File: src/rtl/nvstore_pkg.sv
package nvstore_pkg;

  // Strobes passed from the control FSM to the datapath
  typedef struct packed {
    logic accept;   // store command taken on this edge
    logic finish;   // cycle completes on this edge
  } nvsStrobe_t;

endpackage

File: src/rtl/nvstore_ctrl.sv
module nvstore_ctrl
  import nvstore_pkg::*;
#(
  parameter int POS_W      = 4,
  parameter int ACCEPT_POS = 11,
  parameter int CYCLE_LEN  = 30000
) (
  input  logic             clk,
  input  logic             rstN,
  input  logic             chipSel,
  input  logic [POS_W-1:0] framePos,
  input  logic             progReq,
  input  logic             supplyOk,
  output logic             busy,
  output nvsStrobe_t       strobe
);

  localparam int CNT_W = (CYCLE_LEN > 2) ? $clog2(CYCLE_LEN) : 1;
  localparam logic [CNT_W-1:0] LAST_CNT  = CNT_W'(CYCLE_LEN - 1);
  localparam logic [POS_W-1:0] START_IDX = '0;
  localparam logic [POS_W-1:0] ACC_IDX   = POS_W'(ACCEPT_POS);

  logic             armed;
  logic [CNT_W-1:0] cycCnt;
  logic             acceptNow;
  logic             keepGoing;
  logic             finishNow;

  always_comb begin
    acceptNow = chipSel && (framePos == ACC_IDX) && armed &&
                progReq && supplyOk && !busy;
    keepGoing = progReq && supplyOk;
    finishNow = busy && keepGoing && (cycCnt == LAST_CNT);
    strobe.accept = acceptNow;
    strobe.finish = finishNow;
  end

  // Arming: request must be low at the start bit of the current selection
  always_ff @(posedge clk or negedge rstN) begin
    if (!rstN) begin
      armed <= 1'b0;
    end else if (!chipSel) begin
      armed <= 1'b0;
    end else if (framePos == START_IDX) begin
      armed <= !progReq;
    end else if (acceptNow) begin
      armed <= 1'b0;
    end
  end

  // Cycle timer on the running serial clock
  always_ff @(posedge clk or negedge rstN) begin
    if (!rstN) begin
      busy   <= 1'b0;
      cycCnt <= '0;
    end else if (acceptNow) begin
      busy   <= 1'b1;
      cycCnt <= '0;
    end else if (busy) begin
      if (!keepGoing || finishNow) begin
        busy <= 1'b0;
      end else begin
        cycCnt <= cycCnt + 1'b1;
      end
    end
  end

  // busy only starts right after a qualified accept edge
  p_start_qualified_r2: assert property (@(posedge clk) disable iff (!rstN)
    $rose(busy) |-> $past(chipSel && progReq && supplyOk && (framePos == ACC_IDX)));

  // no cycle starts while supply is low
  p_refuse_low_supply_r8: assert property (@(posedge clk) disable iff (!rstN)
    (!busy && !supplyOk) |=> !busy);

  // request falling ends the cycle
  p_abort_on_release_r9: assert property (@(posedge clk) disable iff (!rstN)
    (busy && !progReq) |=> !busy);

  // supply loss ends the cycle
  p_abort_on_supply_r10: assert property (@(posedge clk) disable iff (!rstN)
    (busy && !supplyOk) |=> !busy);

  // timer never runs past the cycle length
  p_timer_bound_r5: assert property (@(posedge clk) disable iff (!rstN)
    busy |-> (cycCnt <= LAST_CNT));

endmodule

File: src/rtl/nvstore_dpath.sv
module nvstore_dpath
  import nvstore_pkg::*;
#(
  parameter int               DATA_W   = 8,
  parameter logic [DATA_W-1:0] INIT_VAL = '0
) (
  input  logic              clk,
  input  logic              rstN,
  input  nvsStrobe_t        strobe,
  input  logic [DATA_W-1:0] dataWord,
  output logic              shadowWe,
  output logic [DATA_W-1:0] shadowQ
);

  logic [DATA_W-1:0] pendWord;

  // Capture the word at the accept edge
  always_ff @(posedge clk or negedge rstN) begin
    if (!rstN) begin
      pendWord <= '0;
    end else if (strobe.accept) begin
      pendWord <= dataWord;
    end
  end

  // Commit only on a completed cycle
  always_ff @(posedge clk or negedge rstN) begin
    if (!rstN) begin
      shadowQ  <= INIT_VAL;
      shadowWe <= 1'b0;
    end else begin
      shadowWe <= strobe.finish;
      if (strobe.finish) begin
        shadowQ <= pendWord;
      end
    end
  end

  // shadow changes only together with its write strobe
  p_shadow_guarded_r6: assert property (@(posedge clk) disable iff (!rstN)
    !shadowWe |-> $stable(shadowQ));

  // write strobe lasts a single cycle
  p_we_single_r6: assert property (@(posedge clk) disable iff (!rstN)
    shadowWe |=> !shadowWe);

endmodule

File: src/rtl/nvstore_seq.sv
module nvstore_seq
  import nvstore_pkg::*;
#(
  parameter int               DATA_W     = 8,
  parameter int               POS_W      = 4,
  parameter int               ACCEPT_POS = 11,
  parameter int               CYCLE_LEN  = 30000,
  parameter logic [DATA_W-1:0] INIT_VAL  = '0
) (
  input  logic              clk,
  input  logic              rstN,
  input  logic              chipSel,
  input  logic [POS_W-1:0]  framePos,
  input  logic              progReq,
  input  logic              supplyOk,
  input  logic [DATA_W-1:0] dataWord,
  output logic              readyBusyN,
  output logic              busyInhibit,
  output logic              shadowWe,
  output logic [DATA_W-1:0] shadowQ
);

  nvsStrobe_t strobe;
  logic       busy;

  nvstore_ctrl #(
    .POS_W      (POS_W),
    .ACCEPT_POS (ACCEPT_POS),
    .CYCLE_LEN  (CYCLE_LEN)
  ) u_ctrl (
    .clk      (clk),
    .rstN     (rstN),
    .chipSel  (chipSel),
    .framePos (framePos),
    .progReq  (progReq),
    .supplyOk (supplyOk),
    .busy     (busy),
    .strobe   (strobe)
  );

  nvstore_dpath #(
    .DATA_W   (DATA_W),
    .INIT_VAL (INIT_VAL)
  ) u_dpath (
    .clk      (clk),
    .rstN     (rstN),
    .strobe   (strobe),
    .dataWord (dataWord),
    .shadowWe (shadowWe),
    .shadowQ  (shadowQ)
  );

  assign readyBusyN  = !busy;
  assign busyInhibit = busy;

  // a write only ends a cycle that was running
  p_write_after_busy_r6: assert property (@(posedge clk) disable iff (!rstN)
    shadowWe |-> ($past(busyInhibit) && readyBusyN));

endmodule

File: config.mk
export PLATFORM = sky130hd
export DESIGN_NAME = nvstore_seq
export DESIGN_NICKNAME = d
export VERILOG_FILES = /design/src/rtl/nvstore_pkg.sv /design/src/rtl/nvstore_ctrl.sv /design/src/rtl/nvstore_dpath.sv /design/src/rtl/nvstore_seq.sv
export SDC_FILE = /design/constraint.sdc
export NUM_CORES = 1
export LEC_CHECK = 0
export CORE_ASPECT_RATIO = 0.5
export CORE_MARGIN = 10
export CORE_UTILIZATION = 60
export CTS_CLUSTER_SIZE = 24
export DETAILED_ROUTE_END_ITERATION = 7
export DONT_BUFFER_PORTS = 1
export PLACE_DENSITY_LB_ADDON = 0.12
export SLEW_MARGIN = 30
export SYNTH_ARGS = -nofsm -noshare
export SYNTH_HDL_FRONTEND = slang
export SYNTH_SLANG_ARGS = --single-unit
File: constraint.sdc
create_clock -name clk -period 2.5 [get_ports clk]
set_clock_uncertainty 0.2 [all_clocks]
set_input_delay 0.375 -clock clk [delete_from_list [all_inputs] [get_ports clk]]
set_output_delay 0.375 -clock clk [all_outputs]
set_load 0.01 [all_outputs]
Word-level counts from Yosys, hierarchy flattened
Index checks and enable logic that the tools add are counted.
{"block": "totals", "in_bits": 17, "wordCells": 35, "regBits": 34, "ramBits": 0, "romBits": 0, "memories": 0, "out_inout_bits": 11, "latchBits": 0}
{"block": "classes", "muxes": 9, "shifts": 0, "eq_ne": 4, "n_reduce_logical": 15, "n_div": 0, "multipliers": 0, "bitwise": 0, "n_addsub": 1, "magnitude_cmp": 0}
{"op": "$mux 15", "n": 3}
{"op": "$add 15x1->15 const B", "n": 1}
{"op": "$eq 15x15->1 const B", "n": 1}
{"op": "$logic_and 1x1->1", "n": 8}
{"op": "$mux 1", "n": 6}
{"op": "$eq 4x4->1 const B", "n": 1}
{"op": "$logic_not 4->1", "n": 1}
{"op": "$logic_not 1->1", "n": 3}
{"op": "$ne 3x1->1 const B", "n": 1}
{"op": "$ne 2x1->1 const B", "n": 1}
{"op": "$reduce_and 2->1", "n": 1}
{"op": "$reduce_bool 2->1", "n": 1}
{"op": "$logic_or 1x1->1", "n": 1}

Depth between registers and ports, before layout
{"block": "logic_depth", "word_depth": 9, "mapped_depth": 5}

Modules after synthesis
From an unflattened synthesis, not the netlist that was laid out.
{"block": "hier_totals", "cells_unflattened": 135, "area_unflattened_um2": 1669.1}
{"mod": "nvstore_ctrl", "area_per_inst_um2": 977.2, "cells_per_inst": 99, "n_inst": 1}
{"mod": "nvstore_dpath", "area_per_inst_um2": 688.2, "cells_per_inst": 35, "n_inst": 1}
{"mod": "nvstore_seq", "area_per_inst_um2": 3.8, "cells_per_inst": 1, "n_inst": 1}

Worst setup path after synthesis
Ideal clock, no wire load.
{"block": "synth_timing", "path_kind": "register to register", "startpoint": "register u_ctrl.cycCnt[0]", "endpoint": "register u_dpath.shadowQ[0]", "required_ps": 2175, "arrival_time_ps": 1487, "n_path_buf": 0, "period_less_slack_ps": 1812, "stages_incl_launch_ff": 6, "setup_slack_ps": 688, "cell_sequence": "dfrtp_1 -> ha_1 -> and3_1 -> nand4_4 -> nor2_8 -> mux2_2"}
{"block": "synth_via", "elab_chain_cells": 2}
{"element": "start, declared", "line": "nvstore_ctrl.sv:24", "text": "logic [CNT_W-1:0] cycCnt;"}
{"element": "start signal, assigned", "line": "nvstore_ctrl.sv:63", "text": "cycCnt <= cycCnt + 1'b1;"}
{"element": "$eq 15x15->1", "line": "nvstore_ctrl.sv:33", "text": "finishNow = busy && keepGoing && (cycCnt == LAST_CNT);"}
{"element": "$logic_and 1x1->1", "line": "nvstore_ctrl.sv:33"}
{"element": "net u_ctrl.finishNow", "line": "nvstore_ctrl.sv:27", "text": "logic finishNow;"}
{"element": "end signal, assigned", "line": "nvstore_dpath.sv:34", "text": "shadowQ <= pendWord;"}
{"element": "end, declared", "line": "nvstore_dpath.sv:12", "text": "output logic [DATA_W-1:0] shadowQ"}
The timed path passes the listed nets, and every way through them passes these cells.
A chain may end at the register's enable or synchronous reset.

Worst setup path in the final report
{"block": "layout_timing", "startpoint": "register u_ctrl.cycCnt[0]", "endpoint": "register u_dpath.shadowQ[4]"}
Same word-level chain as after synthesis.

==> results.yml <==
status:
  outcome: "completed"
synth:
  synthDistinctLibCells: 39
  syn_area_um2: 1650
  synthArstFlopShare_pct: 100
  syn_inst: 133
  yosys_warnings: 0
  avgSynthCellArea_um2: 12.4
  ys_ff_latch: 34
  yosysSeqAreaShare_pct: 51.5
  synthFlopType: "dfrtp_1"
  syn_nets: 151
  synth_edf_count: 0
detailed_routing:
  routed_wl_um: 3040
  drtIter0Drc: 69
  wl_per_cell_um: 17.2
  top_layer_used: "met4"
  avgViaCountPerCell: 5.88
  wl_met1_um: 1440
  drtPass1Iterations: 4
  drtAntennaViolNets: 0
  dr_wl_met2_um: 1300
  wl_met3_um: 276
  vias: 1041
  drc: 0
global_routing:
  grt_pass1_vias: 1038
  overflow: 0
  grt_max_degree: 35
  antenna_found_initial: 0
  grt_usage_pct: 12.2
  grt_pass1_wl_um: 5180
sta:
  finalCritPeriodShare_pct: 78.2
  setup_viol: 0
  setup_slack_ns: 0.544
  finalSetupTns_ns: 0
  relSlewSlack_pct: 76.6
  tightestPinTransition_ns: 0.351
  fmax_mhz: 511
  maxSlewViolCount: 0
  min_period_ns: 1.96
  hold_viol_final: 0
  rsz0062_at_grt: "false"
placement:
  place_ws_ns: 0.553
  port_buffers: 0
  place_hpwl_um: 2130
  gp_congestion: 0.743
power_and_ir_drop:
  p_leak_nw: 0.839
  power_density_nw_per_um2: 544
  vdd_ir_drop_max_v: 0.000368
clock_network:
  ctsHtreeMaxLevel: 2
  path_clk_slew_ns: 0.06
  numClockSinks: 34
  numCtsBuffers: 5
  clk_latency_ns: 0.29
  cts_tree: "done"
  clockBufferDepth: 2
  cts_root_buf: "clkbuf_8"
  postCtsSetupRepairBufs: 0
min_path:
  hp-class: "input pin to flop"
final_layout:
  nNetsFinal: 158
  diodes: 0
  multi_input_area_um2: 744
  area_growth_pct: 8.26
  seq_area_um2: 851
  drive_gt1_share_pct: 21.4
  nFillCells: 195
die:
  core_area_um2: 2620
  ios: 28
  start_util_pct: 63.1
  die_width_um: 94.2
  rows: 13
  die_height_um: 57.1
  dieArea_um2: 5380
worst_setup_path:
  worstSetupEndpointType: "flop"
  cp_top_family: "simple AND/OR/NAND/NOR gates"
  cp-start-kind: "flop"
  critPathBufInv: 0
  slowest_delay_ns: 0.39
  cp.required_ns: 2.46
  path_class: "flop to flop"
  arrival_ns: 1.92
  crit_chain: "ha_1 > and3_1 > nand4_4 > nor2_8 > mux2_2"
  path_max_fanout: 9
  critPathSlowestCell: "dfrtp_1"
flow_run:
  maxCapViolations: 0
-- kinds of logic after synthesis --
family | share of synthesized area (%)
flops | 51.5
buf+inv | 3.41
fa+ha+maj | 0.757
xor+xnor | 4.24
mux | 10.9
compound gates | 7.35
simple gates | 21.8
-- sequential cells by signal (all words and copies together), names as in the netlist --
signal,flops
u_ctrl.cycCnt,15
u_dpath.shadowWe,1
u_dpath.pendWord,8
u_dpath.shadowQ,8
u_ctrl.armed,1
u_ctrl.busy,1
-- cell usage in the layout, fill, tap and decap left out, types with 2 or more instances in the layout --
cell / synthesis / layout
dfrtp_1: 34 / 34
mux2_2: 10 / 10
inv_1: 8 / 8
nor2_1: 8 / 8
xnor2_1: 7 / 7
nand2_1: 6 / 6
mux2_1: 6 / 6
nand4_1: 5 / 5
clkbuf_8: 0 / 5
nor3_1: 3 / 3
a211oi_1: 3 / 3
a31o_1: 3 / 3
nor4_1: 3 / 3
and4bb_2: 2 / 2
and3_1: 2 / 2
nand3b_1: 2 / 2
nand4_2: 2 / 2
nand3_1: 2 / 2
and2_1: 2 / 2
a21oi_1: 2 / 2
or4_1: 2 / 2
o31ai_1: 2 / 2
clkinv_2: 0 / 2
-- worst paths after layout --
| kind | start | endpoint | slack (ns) | cells past startpoint |
|---|---|---|---|---|
| setup / recovery | u_ctrl.cycCnt[0]$_DFFE_PN0P_ | u_dpath.shadowQ[4]$_DFFE_PN0P_ | 0.54 | 5 |
| hold / removal | dataWord[3] | u_dpath.pendWord[3]$_DFFE_PN0P_ | 0.03 | 1 |
| setup reg to reg | u_ctrl.cycCnt[0]$_DFFE_PN0P_ | u_dpath.shadowQ[4]$_DFFE_PN0P_ | 0.54 | 5 |
| hold reg to reg | u_dpath.pendWord[2]$_DFFE_PN0P_ | u_dpath.pendWord[2]$_DFFE_PN0P_ | 0.28 | 1 |
| max in group asynchronous | rstN | u_dpath.shadowQ[0]$_DFFE_PN0P_ | 1.59 | 2 |
| min in group asynchronous | rstN | u_ctrl.cycCnt[10]$_DFFE_PN0P_ | 0.33 | 2 |
-- through the flow --
stage               area [um^2]  util (%)  total power (W)  hold slack, ns  std cells
floorplan                  1650         -         0.000584          -0.121        133
global placement           1680      64.1         0.000587          -0.119        168
detailed placement         1680      64.1         0.000587          -0.119        168
CTS                        1790      68.3         0.000985          0.0148        177
global route               1790      68.3          0.00101          0.0142        177
finish                     1790      68.3         0.000972          0.0255        177
-- repair_timing --
action                                 in CTS  in global routing
hold buffers                                2                  0
endpoints found under the hold margin      34                  0
gates resized for setup                     0                  0
-- report_power, final --
| part | switching [W] | internal, W | total (W) |
|---|---|---|---|
| Combinational | 0.0000237 | 0.0000115 | 0.0000353 |
| Sequential | 0.00000318 | 0.000553 | 0.000557 |
| Clock | 0.000193 | 0.000187 | 0.000380 |
-- cells in the mapped netlist, types with 3 or more instances --
cell type	n	area [um^2]
dfrtp_1	34	851
mux2_2	10	113
inv_1	8	30.0
nor2_1	8	30.0
xnor2_1	7	61.3
mux2_1	6	67.6
nand2_1	6	22.5
nand4_1	5	31.3
a211oi_1	3	22.5
a31o_1	3	26.3
nor3_1	3	15.0
nor4_1	3	18.8
-- per-layer routing --
metal / vias to the layer above / global-route usage (%)
met1: 512 / 16.0
met5: - / 0
met2: 23 / 16.6
met4: 0 / 3.23
li1: 503 / -
met3: 3 / 6.78
-- final cells by class --
cell class / instances / area share (%)
Tap cell: 37 / 2.59
Clock buffer: 5 / 3.85
Clock inverter: 2 / 0.560
Sequential cell: 34 / 47.6
Inverter: 8 / 1.68
Multi-Input combinational cell: 88 / 41.6
Timing Repair Buffer: 3 / 2.10
-- worst reg2reg max path, cell delays in order, from the launching register on --
cell,delay [ns]
dfrtp_1,0.39
ha_1,0.22
and3_1,0.32
nand4_4,0.16
nor2_8,0.19
mux2_2,0.35
Note: power is estimated with default switching activity, not from simulation.
